<file path="src/rtl/brdctl_pkg.sv">
package brdctl_pkg;
  localparam int WORD_W = 16;
  localparam int SEL_W  = 2;

  // status word positions
  localparam int ST_RESET = 15;
  localparam int ST_ONAIR = 14;
  localparam int ST_ATTN  = 13;
  localparam int ST_IEN   = 12;
  localparam int ST_PIEN  = 11;
  localparam int ST_PFLAG = 9;
  localparam int ST_IFLAG = 8;
  localparam int ST_XBUS  = 5;
  localparam int ST_BIG   = 4;

  // parity control positions
  localparam int PC_ACK  = 8;
  localparam int PC_SRC  = 7;
  localparam int PC_LANE = 6;

  localparam logic [SEL_W-1:0] SEL_STATUS = 2'd0;
  localparam logic [SEL_W-1:0] SEL_PCTL   = 2'd1;
  localparam logic [SEL_W-1:0] SEL_ALO    = 2'd2;

  typedef struct packed {
    logic reset;
    logic onair;
    logic attn;
    logic ien;
    logic pien;
    logic xbus;
    logic big;
  } ctl_bits_t;
endpackage

</file>
<file path="src/rtl/brdctl_ctrl_reg.sv">
module brdctl_ctrl_reg
  import brdctl_pkg::*;
(
  input  logic      clk,
  input  logic      rst,
  input  logic      wr_en,
  input  ctl_bits_t wr_bits,
  output ctl_bits_t ctl_q
);
  always_ff @(posedge clk) begin
    if (rst)        ctl_q <= '0;
    else if (wr_en) ctl_q <= wr_bits;
  end

  // attention line must match the value last written
  assert_attn_follows_R3: assert property (@(posedge clk) disable iff (rst)
    wr_en |=> (ctl_q.attn == $past(wr_bits.attn)));

  // without a write, control state holds
  assert_ctl_hold_R2: assert property (@(posedge clk) disable iff (rst)
    !wr_en |=> $stable(ctl_q));
endmodule

</file>
<file path="src/rtl/brdctl_perr_cap.sv">
module brdctl_perr_cap #(
  parameter int ADDR_W = 20,
  parameter int LO_W   = 16
) (
  input  logic              clk,
  input  logic              rst,
  input  logic              stb_i,
  input  logic              src_i,
  input  logic              lane_i,
  input  logic [ADDR_W-1:0] addr_i,
  input  logic              ack_i,
  output logic              flag_q,
  output logic              src_q,
  output logic              lane_q,
  output logic [ADDR_W-1:0] addr_q
);
  logic take;
  assign take = stb_i && (!flag_q || ack_i);

  always_ff @(posedge clk) begin
    if (rst) begin
      flag_q <= 1'b0;
      src_q  <= 1'b0;
      lane_q <= 1'b0;
      addr_q <= '0;
    end else if (take) begin
      flag_q <= 1'b1;
      src_q  <= src_i;
      lane_q <= lane_i;
      addr_q <= addr_i;
    end else if (ack_i) begin
      flag_q <= 1'b0;
      src_q  <= 1'b0;
      lane_q <= 1'b0;
      addr_q <= '0;
    end
  end

  assert_strobe_sets_R5: assert property (@(posedge clk) disable iff (rst)
    stb_i |=> flag_q);

  assert_frozen_R6: assert property (@(posedge clk) disable iff (rst)
    (flag_q && !ack_i) |=> (flag_q && $stable(addr_q) && $stable(src_q) && $stable(lane_q)));

  assert_ack_clears_R7: assert property (@(posedge clk) disable iff (rst)
    (ack_i && !stb_i) |=> (!flag_q && addr_q == '0));

  assert_ack_race_R8: assert property (@(posedge clk) disable iff (rst)
    (ack_i && stb_i) |=> (flag_q && addr_q == $past(addr_i)));
endmodule

</file>
<file path="src/rtl/brdctl_top.sv">
module brdctl_top
  import brdctl_pkg::*;
#(
  parameter int ADDR_W = 20,
  parameter int LO_W   = 16,
  parameter int BASE_W = 4
) (
  input  logic              clk,
  input  logic              rst,
  input  logic              host_wr,
  input  logic [1:0]        host_sel,
  input  logic [15:0]       host_wdata,
  output logic [15:0]       host_rdata,
  input  logic              ctl_irq_i,
  input  logic [BASE_W-1:0] strap_base_i,
  input  logic              perr_stb_i,
  input  logic              perr_src_i,
  input  logic              perr_lane_i,
  input  logic [ADDR_W-1:0] perr_addr_i,
  output logic              ctl_reset_o,
  output logic              ctl_attn_o,
  output logic              on_air_o,
  output logic              xbus_en_o,
  output logic              big_ram_o,
  output logic              irq_o
);
  localparam int HI_W = ADDR_W - LO_W;

  ctl_bits_t ctl_q, wr_bits;
  logic      wr_status, wr_ack;
  logic      pflag, psrc, plane;
  logic [ADDR_W-1:0] paddr;

  assign wr_status = host_wr && (host_sel == SEL_STATUS);
  assign wr_ack    = host_wr && (host_sel == SEL_PCTL) && host_wdata[PC_ACK];

  assign wr_bits.reset = host_wdata[ST_RESET];
  assign wr_bits.onair = host_wdata[ST_ONAIR];
  assign wr_bits.attn  = host_wdata[ST_ATTN];
  assign wr_bits.ien   = host_wdata[ST_IEN];
  assign wr_bits.pien  = host_wdata[ST_PIEN];
  assign wr_bits.xbus  = host_wdata[ST_XBUS];
  assign wr_bits.big   = host_wdata[ST_BIG];

  logic unused_wbits;
  assign unused_wbits = ^{host_wdata[10], host_wdata[7:6], host_wdata[3:0]};

  brdctl_ctrl_reg u_ctl (
    .clk     (clk),
    .rst     (rst),
    .wr_en   (wr_status),
    .wr_bits (wr_bits),
    .ctl_q   (ctl_q)
  );

  brdctl_perr_cap #(.ADDR_W(ADDR_W), .LO_W(LO_W)) u_perr (
    .clk    (clk),
    .rst    (rst),
    .stb_i  (perr_stb_i),
    .src_i  (perr_src_i),
    .lane_i (perr_lane_i),
    .addr_i (perr_addr_i),
    .ack_i  (wr_ack),
    .flag_q (pflag),
    .src_q  (psrc),
    .lane_q (plane),
    .addr_q (paddr)
  );

  assign ctl_reset_o = ctl_q.reset;
  assign ctl_attn_o  = ctl_q.attn;
  assign on_air_o    = ctl_q.onair;
  assign xbus_en_o   = ctl_q.xbus;
  assign big_ram_o   = ctl_q.big;

  always_ff @(posedge clk) begin
    if (rst) irq_o <= 1'b0;
    else     irq_o <= (ctl_irq_i && ctl_q.ien) || (pflag && ctl_q.pien);
  end

  logic [15:0] stat_word, pctl_word;
  always_comb begin
    stat_word = '0;
    stat_word[ST_RESET] = ctl_q.reset;
    stat_word[ST_ONAIR] = ctl_q.onair;
    stat_word[ST_ATTN]  = ctl_q.attn;
    stat_word[ST_IEN]   = ctl_q.ien;
    stat_word[ST_PIEN]  = ctl_q.pien;
    stat_word[ST_PFLAG] = pflag;
    stat_word[ST_IFLAG] = ctl_irq_i;
    stat_word[ST_XBUS]  = ctl_q.xbus;
    stat_word[ST_BIG]   = ctl_q.big;
    stat_word[BASE_W-1:0] = strap_base_i;

    pctl_word = '0;
    pctl_word[PC_SRC]  = psrc;
    pctl_word[PC_LANE] = plane;
    pctl_word[HI_W-1:0] = paddr[ADDR_W-1:LO_W];
  end

  always_comb begin
    case (host_sel)
      SEL_STATUS: host_rdata = stat_word;
      SEL_PCTL:   host_rdata = pctl_word;
      SEL_ALO:    host_rdata = paddr[LO_W-1:0];
      default:    host_rdata = '0;
    endcase
  end

  // both enables off: no interrupt one cycle later
  assert_irq_quiet_R9: assert property (@(posedge clk) disable iff (rst)
    (!ctl_q.ien && !ctl_q.pien) |=> !irq_o);

  // parity term alone must raise the line
  assert_irq_parity_R9: assert property (@(posedge clk) disable iff (rst)
    (pflag && ctl_q.pien) |=> irq_o);
endmodule

</file>
<file path="config.mk">
export PLATFORM = sky130hd
export DESIGN_NAME = brdctl_top
export DESIGN_NICKNAME = d
export VERILOG_FILES = /design/src/rtl/brdctl_pkg.sv /design/src/rtl/brdctl_ctrl_reg.sv /design/src/rtl/brdctl_perr_cap.sv /design/src/rtl/brdctl_top.sv
export SDC_FILE = /design/constraint.sdc
export NUM_CORES = 1
export LEC_CHECK = 0
export ABC_AREA = 1
export BUFFER_PORTS_ARGS = -buffer_cell sky130_fd_sc_hd__buf_2
export CORE_ASPECT_RATIO = 1.75
export CORE_MARGIN = 2
export CORE_UTILIZATION = 45
export CTS_CLUSTER_DIAMETER = 60
export DETAILED_ROUTE_END_ITERATION = 7
export GPL_ROUTABILITY_DRIVEN = 0
export GPL_TIMING_DRIVEN = 0
export PLACE_DENSITY = 0.78
export SETUP_SLACK_MARGIN = 0.15
export SLEW_MARGIN = 15
export SYNTH_ARGS = -nofsm -noshare
export SYNTH_HDL_FRONTEND = slang
export SYNTH_SLANG_ARGS = --single-unit
</file>
<file path="constraint.sdc">
create_clock -name clk -period 1.4 [get_ports clk]
set_input_delay 0.28 -clock clk [delete_from_list [all_inputs] [get_ports clk]]
set_output_delay 0.28 -clock clk [all_outputs]
set_load 0.005 [all_outputs]
</file>
### Word-level counts from Yosys, hierarchy flattened

Cells that the tools add are included.

| operators by class | value |
|---|---|
| eq/ne operators | 2 |
| reduce and logical (&&, ||, !) cells | 11 |
| muxes and demuxes | 7 |

Operator list:

| kind | number |
|---|---|
| $pmux 16 s3 | 1 |
| $mux 20 | 2 |
| $logic_and 1x1->1 | 6 |
| $mux 1 | 4 |
| $eq 2x1->1 const B | 1 |
| $eq 2x2->1 const B | 1 |
| $logic_not 2->1 | 1 |
| $logic_or 1x1->1 | 2 |
| $reduce_bool 2->1 | 1 |
| $logic_not 1->1 | 1 |

| storage, ports and cells | value |
|---|---|
| word-level logic and storage cells | 32 |
| register bits | 31 |
| output and inout port bits | 22 |

### Longest topological paths before layout

| logic depth | value |
|---|---|
| depth after elaboration | 6 |
| gate-level depth with buffers | 7 |

### Hierarchy

From an unflattened synthesis, not the netlist that was laid out.

| unflattened totals | value |
|---|---|
| cell total of the unflattened synthesis | 213 |
| area total of the unflattened synthesis | 1644.1 um2 |

By module, submodules not included:

| module | sequential area each (um2) | cells an instance | instances | area an instance (um2) |
|---|---|---|---|---|
| brdctl_perr_cap | 460.4 | 103 | 1 | 984.7 |
| brdctl_top | 20.0 | 66 | 1 | 372.9 |
| brdctl_ctrl_reg | 140.1 | 44 | 1 | 286.5 |

### Least setup slack after synthesis

No wires, ideal clock.

| timing | value |
|---|---|
| path kind | input to output |
| start | in host_sel[1] |
| end | out host_rdata[1] |
| slack | 120 ps |
| stages | 5 |
| data required time | 1120 ps |
| arrival | 1000 ps |
| cell sequence | buf_4 nor2_1 buf_2 nand2_1 nand3_1 |

| between the ends | value |
|---|---|
| word-level cells in the longest chain between the ends | 2 |
| elaborated cells on any way between the ends | 4 |

Ends and longest elaborated chain:

| item | RTL line | RTL |
|---|---|---|
| start, declared | brdctl_top.sv:11 | `input logic [1:0] host_sel,` |
| $eq 2x2->1 (tied with other cells) | brdctl_top.sv:102 | `case (host_sel)` |
| $pmux 16 s3 (*) | brdctl_top.sv:102 |  |
| end, declared | brdctl_top.sv:13 | `output logic [15:0] host_rdata,` |

Every way passes the cells marked *; elsewhere a longest branch is shown, timed or not.

### Worst setup path in the final report

| timing | value |
|---|---|
| start | reg u_perr.flag_q |
| end | out host_rdata[9] |

| between the ends | value |
|---|---|
| word-level cells in the longest chain between the ends | 1 |

Ends and longest elaborated chain:

| item | RTL line | RTL |
|---|---|---|
| start, declared | brdctl_perr_cap.sv:12 | `output logic flag_q,` |
| start signal, assigned | brdctl_perr_cap.sv:22 | `flag_q <= 1'b0;` |
| start signal, assigned | brdctl_perr_cap.sv:27 | `flag_q <= 1'b1;` |
| start signal, assigned | brdctl_perr_cap.sv:32 | `flag_q <= 1'b0;` |
| $pmux 16 s3 | brdctl_top.sv:102 |  |

No other way between the ends.

==> results by stage <==
STA:
- The sum of negative setup slack is 0 ps.
- The number of hold-slack violations in the final timing report is 0.
- Setup slack on the critical path of the routed design comes to 64.4 ps.
- The worst pin sits at a relative slew slack of 65.9%.
- The maximum clock frequency is 749 MHz.
- For the pin with the worst max-slew slack, the measured transition is 511 ps.
- The final worst-path cycle share is 95.4%.
- Setup repair after global routing could not meet its margin everywhere.
- The worst clock skew is 1.46 ps.
- The number of max-slew violations in the final report came to 0.
- Setup violations remaining at the end of the flow were counted as 0.
- After layout, the minimum clock period comes to 1340 ps.

Hold path:
- For hold timing, the worst endpoint is u_ctl.ctl_q[3].
- The min-delay analysis places its worst path in the category primary input to flip-flop.
- The worst hold path begins at rst.
- The worst hold path cell count is 2.

Global routing:
- The number of antenna violations at the first check in global routing is 0.
- The global-route usage over all layers is 24.8%.
- The overall overflow remaining after global route is 0.
- The via count of the first global-routing pass is 1599.
- Entering global routing, the biggest net connects 11 pins.
- The global-route wire length before repair is 6.85 mm.

Power and ir drop:
- Across the VDD grid, the largest voltage drop is 0.712 mV.
- The reported net switching power is 0.559 mW.
- In this run, the combinational gates consume 18.1% of the power.
- The internal power is 1.56 mW.
- Summed over all cells, the static leakage comes to 0.999 nW.
- The sequential share of power is 45.2%.
- The fraction of power consumed by the clock network is 36.8%.
- The total power density per cell area is 982 nW/um^2.
- Net switching is 26.4% of the power.
- After layout, the design draws a total of 2.12 mW.

Clock network:
- The clock transition time at the flip-flop clock pins of the worst setup and hold paths is 60 ps.
- The clock latency on the worst-skew pair is 280 ps.
- Buffers inserted during clock tree synthesis total 5.
- The TritonCTS clock tree is yes.
- The number of buffers inserted by hold repair at cts is 0.
- The number of levels in the clock H-tree is 2.
- The number of clock sinks is 31.
- The root buffer cell chosen for the clock tree is sky130_fd_sc_hd__clkbuf_8.
- The number of buffers on the longest clock path is 2.

Final layout:
- The filler cells instantiated in the layout total 285.
- The library cell used most frequently in the layout, excluding fill and tap cells, is sky130_fd_sc_hd__buf_2.
- The summed area of non-filler cells in the final layout is 2160 sq um.
- The core occupancy in the finished layout is 68.7%.
- The fraction of layout instances using a drive strength above 1 is 39.5%.
- In the layout the commonest cells are sky130_fd_sc_hd__buf_2 (63), sky130_fd_sc_hd__nand3_1 (39), sky130_fd_sc_hd__nand2_1 (31).
- The final layout net count is 324.
- Compared with the post-synthesis result, the final layout area differs by 45.8%.
- The final antenna diode count is 0.

Synthesis:
- Synthesis inferred 31 register bits.
- The number of distinct library cells after synthesis is 17.
- The area of the mapped netlist is 1480 sq um.
- The portion of the post-synthesis area used by sequential elements is 41.9%.
- The number of nets in the synthesized netlist is 248.
- In the post-synthesis netlist, the biggest area contributors are sky130_fd_sc_hd__dfxtp_1 (42%), sky130_fd_sc_hd__nand3_1 (14%), sky130_fd_sc_hd__o211ai_1 (11%).
- The largest area contributor in the synthesized netlist is sky130_fd_sc_hd__dfxtp_1.
- For this run, the number of Yosys warnings is 0.
- Counting every instance in the synthesized netlist gives 199.
- The average cell area after synthesis is 7.44 sq um.
- The fraction of synthesized cell area taken by the top area cell type is 41.9%.

Floorplan:
- The number of core rows is 27.
- The horizontal die dimension is 47.4 microns.
- During I/O placement, the number of pins put on the boundary was 71.
- Measured along the y axis, the die boundary spans 79.9 microns.
- After floorplanning, the core was sized to cover 3140 sq um.
- For this configuration, the core starts out at a cell density of 47.2%.
- The die footprint is 3780 sq um.

Route:
- The count of nets left with antenna violations once routing finished came out at 0.
- The routed via count is 1697.
- The number of DRC violations after detailed routing is 0.
- After detailed routing, the average wire length per cell comes to 14.3 microns.
- The total wirelength of the detailed-routed design is 4.55 mm.
- The initial detailed-routing violation count is 47.
- Using the TritonRoute via totals, the vias-per-cell ratio works out to 5.32.
- The pre-antenna-repair detailed-routing pass consisted of 4 iterations.

Critical path:
- The path type of the worst setup path is flip-flop to primary output.
- The source of the critical timing path is u_perr.flag_q.
- Of all nets on the critical path, the largest fanout is 2.
- The worst register-to-register path has a depth of 5.
- The startpoint type of the worst setup path is a flip-flop.
- The required time reported for the critical path endpoint is 1120 ps.
- The arrival time at the worst endpoint is 1060 ps.
- The reg-to-reg startpoint is u_perr.flag_q.
- The endpoint type of the worst setup path is a primary output.
- The worst register-to-register path ends at u_perr.addr_q[12].
- The worst register-to-register path has a setup slack of 210 ps.

Placed design:
- Buffers placed on the I/O ports in this run total 61.
- After legalization and detailed placement, the total HPWL measured 3.14 mm.
- The cell area reported after detailed placement is 1840 sq um.
- Timing analysis after detailed placement gives a worst setup slack of -153 ps.

Flow run:
- The number of max-cap violations is 0.

Run status:
- The run finished with clean final reports.
[stage by stage]
step	hold slack [ps]	instances
after floorplan	358	199
after global placement	452	303
after detailed placement	457	303
after CTS	207	317
after global routing	212	319
final	208	319
[power groups by stage]
| stage | logic, mW | registers [mW] | clock network (mW) |
|---|---|---|---|
| 2_1_floorplan | 0.182 | 0.967 | 0 |
| 5_1_grt | 0.420 | 0.961 | 0.821 |
| 6_report | 0.383 | 0.957 | 0.780 |
| 4_1_cts | 0.349 | 0.955 | 0.785 |
| 3_5_place_dp | 0.309 | 0.973 | 0 |
| 3_3_place_gp | 0.304 | 0.972 | 0 |
[flip-flops by register name, indices dropped and copies added (netlist names)]
signal	cells
u_perr.flag_q	1
u_perr.src_q	1
u_perr.addr_q	20
irq_o	1
u_perr.lane_q	1
u_ctl.ctl_q	7
[timing repair]
action,4_1_cts,5_1_grt
setup buffers,5,2
pin swaps,3,7
endpoints found under the setup margin,20,26
resized for setup,20,26
gates cloned,1,0
[cell type report]
cell class	count	area (sq um)	share of cell area (%)
plain buffers	18	159	7.36
clock buffers	8	100	4.63
inverters	7	31.3	1.45
multi-input cells	143	803	37.2
flip-flops and latches	31	624	28.9
well taps	43	53.8	2.49
repair buffers	69	388	18.0
[metal layers]
metal / track usage [%] / routed length (microns) / vias up
met4: 13.6 / 144 / 0
li1: - / - / 848
met5: 0 / 0 / -
met1: 28.1 / 1690 / 781
met3: 4.75 / 221 / 14
met2: 41.1 / 2500 / 54
[synth_stat cells]
library cell and count:
sky130_fd_sc_hd__nand3_1 41, sky130_fd_sc_hd__nand2_1 39, sky130_fd_sc_hd__dfxtp_1 31, sky130_fd_sc_hd__a21oi_1 29, sky130_fd_sc_hd__o211ai_1 22, sky130_fd_sc_hd__clkbuf_1 11
sky130_fd_sc_hd__inv_1 5, sky130_fd_sc_hd__buf_2 4, sky130_fd_sc_hd__nand2_2 3, sky130_fd_sc_hd__nor2_1 3, sky130_fd_sc_hd__a211oi_1 2, sky130_fd_sc_hd__buf_6 2
sky130_fd_sc_hd__inv_2 2, sky130_fd_sc_hd__o21ai_1 2, sky130_fd_sc_hd__and3_1 1, sky130_fd_sc_hd__buf_4 1, sky130_fd_sc_hd__nor2_8 1
[critical path: stages (launching register included)]
cell and delay (ps):
sky130_fd_sc_hd__dfxtp_2 320, sky130_fd_sc_hd__buf_6 120, sky130_fd_sc_hd__clkbuf_16 140, sky130_fd_sc_hd__nand2_4 50, sky130_fd_sc_hd__nand2_2 40, sky130_fd_sc_hd__buf_2 120
[cells by family (layout without fill, tap and decap cells)]
kind of cell	Yosys count	after routing	synth area share, %
simple gates	88	88	27.5
buf+inv	25	102	7.94
compound gates	55	55	22.6
flops	31	31	41.9
[how the worst max path moves through the flow]
stage	depth (start not counted)	slack, ps	endpoint
after floorplan	5	180	host_rdata[1]
after global placement	6	-150	host_rdata[14]
after detailed placement	6	-150	host_rdata[14]
after CTS	5	60	host_rdata[9]
after global routing	5	30	host_rdata[9]
final	5	60	host_rdata[9]
No activity file was read; power rests on OpenSTA's default activity.
